==> config.mk <==
export PLATFORM = sky130hd
export DESIGN_NAME = tadc_tracker
export DESIGN_NICKNAME = d
export VERILOG_FILES = /design/src/rtl/tadc_pkg.sv /design/src/rtl/tadc_sync.sv /design/src/rtl/tadc_pacer.sv /design/src/rtl/tadc_lock_det.sv /design/src/rtl/tadc_tracker.sv
export SDC_FILE = /design/constraint.sdc
export NUM_CORES = 1
export LEC_CHECK = 0
export BUFFER_PORTS_ARGS = -buffer_cell sky130_fd_sc_hd__buf_2
export CORE_ASPECT_RATIO = 1.4
export CORE_MARGIN = 2
export CORE_UTILIZATION = 39
export DETAILED_ROUTE_END_ITERATION = 7
export PLACE_DENSITY = 0.6
export SLEW_MARGIN = 20
export SYNTH_ARGS = -nofsm -noshare
export SYNTH_HDL_FRONTEND = slang
export SYNTH_SLANG_ARGS = --single-unit
==> constraint.sdc <==
create_clock -name clk -period 2.4 [get_ports clk]
set_input_delay 0.12 -clock clk [delete_from_list [all_inputs] [get_ports clk]]
set_output_delay 0.12 -clock clk [all_outputs]
set_load 0.02 [all_outputs]
==> src/rtl/tadc_pkg.sv <==
package tadc_pkg;
  typedef enum logic {
    DIR_DOWN = 1'b0,
    DIR_UP   = 1'b1
  } step_dir_e;
endpackage

==> src/rtl/tadc_sync.sv <==
module tadc_sync #(
  parameter int STAGES = 2
) (
  input  logic clk,
  input  logic rst_n,
  input  logic d,
  output logic q
);
  logic [STAGES-1:0] chain_q;
  logic [STAGES-1:0] chain_d;

  generate
    if (STAGES == 1) begin : g_single
      always_comb chain_d = d;
    end else begin : g_multi
      always_comb chain_d = {chain_q[STAGES-2:0], d};
    end
  endgenerate

  always_ff @(posedge clk or negedge rst_n) begin
    if (!rst_n) chain_q <= '0;
    else        chain_q <= chain_d;
  end

  assign q = chain_q[STAGES-1];
endmodule

==> src/rtl/tadc_pacer.sv <==
module tadc_pacer #(
  parameter int SETTLE = 3
) (
  input  logic clk,
  input  logic rst_n,
  input  logic load,
  output logic ready
);
  localparam int W = $clog2(SETTLE + 1);

  logic [W-1:0] cnt_q;
  logic [W-1:0] cnt_d;

  always_comb begin
    cnt_d = cnt_q;
    if (load)                cnt_d = W'(SETTLE - 1);
    else if (cnt_q != '0)    cnt_d = cnt_q - 1'b1;
  end

  always_ff @(posedge clk or negedge rst_n) begin
    if (!rst_n) cnt_q <= '0;
    else        cnt_q <= cnt_d;
  end

  assign ready = (cnt_q == '0);

  // a step (or start) always opens a wait window
  p_gap_after_load_r2: assert property (@(posedge clk) disable iff (!rst_n)
    load |=> !ready);
endmodule

==> src/rtl/tadc_lock_det.sv <==
module tadc_lock_det
  import tadc_pkg::*;
(
  input  logic      clk,
  input  logic      rst_n,
  input  logic      clear,
  input  logic      decide,
  input  step_dir_e dir,
  output logic      lock
);
  logic      have_prev_q, have_prev_d;
  step_dir_e prev_dir_q,  prev_dir_d;
  logic      rev_seen_q,  rev_seen_d;
  logic      reversal;

  assign reversal = have_prev_q && (dir != prev_dir_q);
  assign lock     = decide && reversal && rev_seen_q;

  always_comb begin
    have_prev_d = have_prev_q;
    prev_dir_d  = prev_dir_q;
    rev_seen_d  = rev_seen_q;
    if (clear) begin
      have_prev_d = 1'b0;
      prev_dir_d  = DIR_UP;
      rev_seen_d  = 1'b0;
    end else if (decide) begin
      have_prev_d = 1'b1;
      prev_dir_d  = dir;
      rev_seen_d  = reversal;
    end
  end

  always_ff @(posedge clk or negedge rst_n) begin
    if (!rst_n) begin
      have_prev_q <= 1'b0;
      prev_dir_q  <= DIR_UP;
      rev_seen_q  <= 1'b0;
    end else begin
      have_prev_q <= have_prev_d;
      prev_dir_q  <= prev_dir_d;
      rev_seen_q  <= rev_seen_d;
    end
  end
endmodule

==> src/rtl/tadc_tracker.sv <==
module tadc_tracker
  import tadc_pkg::*;
#(
  parameter int CODE_W      = 6,
  parameter int SYNC_STAGES = 2,
  parameter int SETTLE_CYC  = 3
) (
  input  logic              clk,
  input  logic              rst_n,
  input  logic              start,
  input  logic              dac_above,
  output logic [CODE_W-1:0] dac_code,
  output logic [CODE_W-1:0] result,
  output logic              valid
);
  localparam int SETTLE_MIN = SYNC_STAGES + 1;
  localparam int SETTLE_EFF = (SETTLE_CYC < SETTLE_MIN) ? SETTLE_MIN : SETTLE_CYC;
  localparam logic [CODE_W-1:0] CODE_MAX = {CODE_W{1'b1}};

  logic [CODE_W-1:0] code_q, code_d;
  logic [CODE_W-1:0] result_q, result_d;
  logic              valid_q, valid_d;
  logic              busy_q, busy_d;

  logic      above_s;
  logic      ready;
  logic      accept;
  logic      decide;
  logic      lock;
  logic      at_rail;
  step_dir_e dir;

  tadc_sync #(.STAGES(SYNC_STAGES)) u_sync (
    .clk   (clk),
    .rst_n (rst_n),
    .d     (dac_above),
    .q     (above_s)
  );

  tadc_pacer #(.SETTLE(SETTLE_EFF)) u_pacer (
    .clk   (clk),
    .rst_n (rst_n),
    .load  (accept || decide),
    .ready (ready)
  );

  tadc_lock_det u_lock (
    .clk    (clk),
    .rst_n  (rst_n),
    .clear  (accept),
    .decide (decide),
    .dir    (dir),
    .lock   (lock)
  );

  assign accept  = start && !busy_q;
  assign decide  = busy_q && ready;
  assign dir     = above_s ? DIR_DOWN : DIR_UP;
  assign at_rail = (dir == DIR_UP) ? (code_q == CODE_MAX) : (code_q == '0);

  always_comb begin
    code_d   = code_q;
    result_d = result_q;
    valid_d  = valid_q;
    busy_d   = busy_q;
    if (accept) begin
      busy_d  = 1'b1;
      valid_d = 1'b0;
    end else if (decide) begin
      if (at_rail) begin
        busy_d   = 1'b0;
        valid_d  = 1'b1;
        result_d = code_q;
      end else if (lock) begin
        busy_d   = 1'b0;
        valid_d  = 1'b1;
        result_d = (dir == DIR_UP) ? code_q : code_q - 1'b1;
      end else begin
        code_d = (dir == DIR_UP) ? code_q + 1'b1 : code_q - 1'b1;
      end
    end
  end

  always_ff @(posedge clk or negedge rst_n) begin
    if (!rst_n) begin
      code_q   <= '0;
      result_q <= '0;
      valid_q  <= 1'b0;
      busy_q   <= 1'b0;
    end else begin
      code_q   <= code_d;
      result_q <= result_d;
      valid_q  <= valid_d;
      busy_q   <= busy_d;
    end
  end

  assign dac_code = code_q;
  assign result   = result_q;
  assign valid    = valid_q;

  logic [CODE_W:0] code_wide;
  assign code_wide = {1'b0, code_q};

  // one LSB per clock at most
  p_one_lsb_r2: assert property (@(posedge clk) disable iff (!rst_n)
    1'b1 |=> (code_wide == $past(code_wide)) ||
             (code_wide == $past(code_wide) + 1'b1) ||
             (code_wide + 1'b1 == $past(code_wide)));

  // no wrap at either rail
  p_no_wrap_hi_r6: assert property (@(posedge clk) disable iff (!rst_n)
    (code_q == CODE_MAX) |=> (code_q != '0));
  p_no_wrap_lo_r6: assert property (@(posedge clk) disable iff (!rst_n)
    (code_q == '0) |=> (code_q != CODE_MAX));

  // code is retained while idle
  p_idle_hold_r4: assert property (@(posedge clk) disable iff (!rst_n)
    !busy_q |=> $stable(code_q));

  // a held result is the code or one below it
  p_result_near_r5: assert property (@(posedge clk) disable iff (!rst_n)
    valid_q |-> (result_q == code_q) || (result_q + 1'b1 == code_q));

  // valid never overlaps a running conversion
  p_valid_idle_r7: assert property (@(posedge clk) disable iff (!rst_n)
    !(valid_q && busy_q));
endmodule

== Word-level counts from Yosys, hierarchy flattened ==
Cells that the tools add are included.

* Flip-flop bits (word level): 21
* Bits of input ports: 4
* Output and inout port bits: 13
* Logic and storage cells: 56

* $add $sub $neg: 3
* Eq/ne operators: 2
* Multiplexer cells: 22
* Bitwise operators: 3
* Reductions and logical operators: 17

{| class="wikitable"
|+ Operators by type and width
! cell !! number
|-
| $mux 6 || 4
|-
| $mux 1 || 16
|-
| $reduce_bool 2->1 || 4
|-
| $add 6x1->6 const B || 1
|-
| $eq 6x6->1 const B || 1
|-
| $logic_not 6->1 || 1
|-
| $sub 6x1->6 const B || 1
|-
| $logic_and 1x1->1 || 5
|-
| $mux 2 || 2
|-
| $reduce_and 4->1 || 1
|-
| $not 1->1 || 3
|-
| $reduce_and 3->1 || 1
|-
| $reduce_bool 3->1 || 1
|-
| $logic_not 2->1 || 1
|-
| $reduce_and 2->1 || 1
|-
| $sub 2x1->2 const B || 1
|-
| $logic_not 1->1 || 1
|-
| $logic_or 1x1->1 || 1
|-
| $ne 1x1->1 || 1
|}

== Longest topological paths before layout ==
* Word-level depth: 9
* Gate-level depth with buffers: 7
* Gate-level depth less buffers: 6

== Cells and area by module ==
Synthesis repeated with hierarchy kept, for this count alone.

* Cells, all modules: 109
* Area total of the unflattened synthesis: 1,196.1 um^2

{| class="wikitable"
|+ By module, submodules not included
! module !! instances !! cells an instance !! area an instance (um^2) !! sequential area each (um^2)
|-
| tadc_tracker || 1 || 85 || 914.6 || 350.3
|-
| tadc_lock_det || 1 || 13 || 136.4 || 76.3
|-
| tadc_pacer || 1 || 9 || 95.1 || 50.0
|-
| tadc_sync || 1 || 2 || 50.0 || 50.0
|}

== Least setup slack after synthesis ==
Ideal clock, no wire load.

* Path kind: register to register
* Start point: reg code_q[0], in the netlist dac_code[0]
* End point: reg result_q[0], in the netlist result[0]
* Library setup time: 125 ps
* Arrival: 2,235 ps
* Data required time: 2,275 ps
* Path slack: 40 ps
* Stages on the path, launching flop included: 7
* Path buffers: 0
* Period minus slack after synthesis: 2,360 ps
* Cells stage by stage: dfrtp_1 -> inv_1 -> ha_1 -> or4b_4 -> o32ai_4 -> mux2_2 -> mux2_2

* Cells in the longest elaborated chain, start to end: 4
* Elaborated cells between the ends (all ways): 9
* Those cells by class: add/sub: 1; eq/ne: 1; mux: 4; reduce/logical: 3

{| class="wikitable"
|+ Ends and longest elaborated chain
! element !! RTL line !! text
|-
| start, declared || tadc_tracker.sv:20 || <nowiki>logic [CODE_W-1:0] code_q, code_d;</nowiki>
|-
| start signal, assigned || tadc_tracker.sv:91 || <nowiki>code_q <= code_d;</nowiki>
|-
| $sub 6x1->6 (tied with other cells) || tadc_tracker.sv:77 || <nowiki>result_d = (dir == DIR_UP) ? code_q : code_q - 1'b1;</nowiki>
|-
| $mux 6 or $mux 1 (tied branches) || tadc_tracker.sv:77, tadc_tracker.sv:59 ||
|-
| $mux 6 or $reduce_bool 2->1 (tied branches) || -- ||
|-
| $mux 6 or $reduce_and 3->1 (tied branches) || -- ||
|-
| end signal, assigned || tadc_tracker.sv:92 || <nowiki>result_q <= result_d;</nowiki>
|-
| end, declared || tadc_tracker.sv:21 || <nowiki>logic [CODE_W-1:0] result_q, result_d;</nowiki>
|}

Several ways; a longest one is shown, not always the timed one. The select of a mux whose other input is x is not followed.
A chain may end at the register's enable or synchronous reset.

== Worst setup path in the final report ==
* Start point: reg code_q[0], in the netlist dac_code[0]
* End point: reg result_q[5], in the netlist result[5]

The elaborated chain is that of the path after synthesis.

==> key figures <==
Clock tree
  • Hold buffer count at CTS: 2
  • Root Driver: clkbuf_8
  • Clock sinks: 21
  • Clock transition at path regs: ~0.080 ns
  • Num CTS Buffers: 3
  • Skew-Pair Late Insertion Delay: around 0.26 ns
  • Deepest clock path buffer count: 2
  • CTS resizes: 0
  • H-tree Lvls: 1
  • CTS tree: done
  • # Post-CTS Setup Buffers: 0

STA
  • Worst setup slack after layout: approximately 0.14 ns
  • Fin Clk Skew: 0.00484 ns
  • Setup TNS: 0 ns
  • Minimum clock period after layout: 2.26 ns
  • Fin Hold WS: approximately 0.12 ns
  • Crit share post-route: 94.0%
  • Fmax: ~440 MHz
  • Endpoints failing setup: 0
  • Final Slew Violations: 0
  • Final-report hold violation count: 0
  • Max transition margin: 68.4%
  • Least-Margin Pin Slew: 0.474 ns
  • RSZ-0062 raised after global routing: false

Global routing
  • Initial antenna violation count: 0
  • Vias in the first global route: 849
  • Global-route wire length before repair: 3900 um
  • Largest net degree at the start of global routing: 22
  • GRT Total Usage: 14.2%
  • Total congestion overflow: 0

Pwr
  • Power Total: 1.79 mW
  • Power per cell area: 1310 nW/um^2
  • VDD IR max: 0.514 mV
  • P_leak: 0.638 nW

Layout
  • Fin nets: roughly 140
  • Area delta synth->final: 15.0%
  • # diodes: 0
  • Filler cells: between 200 and 300
  • Fraction of layout cells with a size suffix above 1: 26.2%
  • Fin area: 1370 sq um
  • Post-layout util: a little under half
  • Non-filler instance count after layout: 167

Setup path
  • Beginning of the critical path: dac_code[0]
  • R2r endpoint: result[5]
  • Setup crit end: result[5]
  • CP Class: flop to flop
  • Endpoint class of the critical path: flop
  • CP Data Required Time: 2.54 ns
  • R2R Setup Slk: 0.14 ns
  • Register-to-Register Path Depth: 7
  • Worst r2r src: dac_code[0]
  • Worst EP arrival: 2.40 ns
  • Crit-path max FO: 8
  • Crit start category: flop

Synth
  • Synth Cell Area: 1190 sq um
  • Synth Flop Type: dfrtp_1
  • FF+latch count, synth: 21
  • Sequential area share after synthesis: 44.4%
  • Yosys synthesis warning count: 0
  • Async SR Flop Fraction: 100%
  • Avg Inst Size Synth: 10.8 sq um
  • Cells after Synth: 110
  • Post-synth EDFFs: 0
  • Syn_nets: 120
  • Synth cell types: 34

Drt
  • Routed wire length: roughly 2300 um
  • Via density: 5.23
  • DRC Markers: 0
  • DRT Pass-1 Iters: 4
  • Vias: 874
  • 1st-iter DRT viols: 16
  • WL/cell: 13.5 um
  • Antenna Nets Post-Route: 0

Floorplanning
  • Die height: 69.3 um
  • Die Wd: 50.6 um
  • Core ar.: 2880 sq um
  • I/O pins: 17
  • Placement Rows: 23
  • DIE AREA: 3510 sq um
  • Starting density of the core: 41.3%

Hold path
  • Hold Path Class: primary input to flop
  • Hold path startpoint: start

Placed design
  • Dpl ws: 0.140 ns
  • Post-detail-place hpwl: 1700 um
  • Post-DP Area: 1300 sq um
  • RePlAce Congestion: between 0.8 and 0.9
  • Port Buf Inserts: 16
  • DP Cell Count: 161

Job
  • Number of max-cap violations: 0

Outcome
  • Status: complete, no violations
[routing by layer]
metal / vias up / wire length (um) / GRT usage [%]
met5: - / 0 / 0
met4: 0 / 37 / 5.71
met3: 4 / 75 / 2.59
met2: 18 / 1210 / 24.9
met1: 426 / 934 / 16.7
li1: 426 / - / -
[cell usage after synthesis (2+ instances only)]
cell      number  area share, %
mux2i_1        6            5.1
xor2_1         4            3.0
nor3_1         3            1.3
nor2_1         6            1.9
a211oi_1       2            1.3
ha_1           6            6.3
inv_1          8            2.5
nand3_1        4            1.7
nand2_1        9            2.8
dfrtp_1       20             42
xnor2_1        3            2.2
clkbuf_1       3           0.95
a21oi_1        2           0.84
mux2_2         6            5.7
o21ai_0        8            3.4
nor3b_1        2            1.3
[where the power goes]
group          total (mW)  switching (mW)  internal, mW  leakage (nW)
registers           0.686           0.172         0.515         0.248
clock network       0.232           0.114         0.118        0.0228
logic               0.870           0.481         0.389         0.367
[cells in the final DEF (no fill, tap or decap), types with 2 or more instances in the layout]
cell type      netlist  layout
a211oi_1             2       2
a21oi_1              2       2
buf_2                0      16
buf_4                0       3
clkbuf_8             1       3
dfrtp_1             20      20
dlygate4sd3_1        0       2
ha_1                 6       6
inv_1                8       8
mux2_2               6       6
mux2i_1              6       6
nand2_1              9       9
nand3_1              4       4
nor2_1               6       6
nor3_1               3       3
nor3b_1              2       2
o21ai_0              8       8
xnor2_1              3       3
xor2_1               4       4
[critical path, stage by stage, from the launching register on]
cell	delay [ns]
dfrtp_1	0.44
inv_1	0.16
ha_1	0.17
or4b_4	0.51
o32ai_4	0.24
buf_4	0.20
o21bai_4	0.11
mux2_2	0.29
[area by class of cell]
class / count / area, sq um / share of cell area (%)
flip-flops and latches: 21 / 527 / 38.6
repair buffers: 21 / 123 / 8.98
inverters: 8 / 30.0 / 2.20
clock buffers: 4 / 45.0 / 3.30
well taps: 37 / 46.3 / 3.39
multi-input cells: 76 / 594 / 43.5
[logic make-up (layout without fill, tap and decap cells)]
group,count (synthesis),after routing,synth area share (%)
buffers and inverters,13,33,5.58
adder cells (fa/ha/maj),6,6,6.32
multiplexers,12,12,10.7
XOR/XNOR,7,7,5.16
flip-flops,21,21,44.4
AO/OA/AOI/OAI,19,19,12.9
AND/OR/NAND/NOR,32,32,15.0
[how the worst min path moves through the flow]
stage	end	slack [ns]	cells past startpoint
2_1_floorplan	busy_q	-0.18	0
3_3_place_gp	dac_code[2]	0.11	1
3_5_place_dp	dac_code[2]	0.11	1
4_1_cts	u_lock.have_prev_q	0.11	2
5_1_grt	u_lock.have_prev_q	0.12	2
6_report	u_lock.have_prev_q	0.12	2
[state kept, by name, summed over array words and instances (netlist names)]
register	count
u_lock.prev_dir_q	1
busy_q	1
u_lock.rev_seen_q	1
dac_code	6
u_lock.have_prev_q	1
u_pacer.cnt_q	2
result	6
valid	1
u_sync.chain_q	2
(Power assumes the default switching activity.)
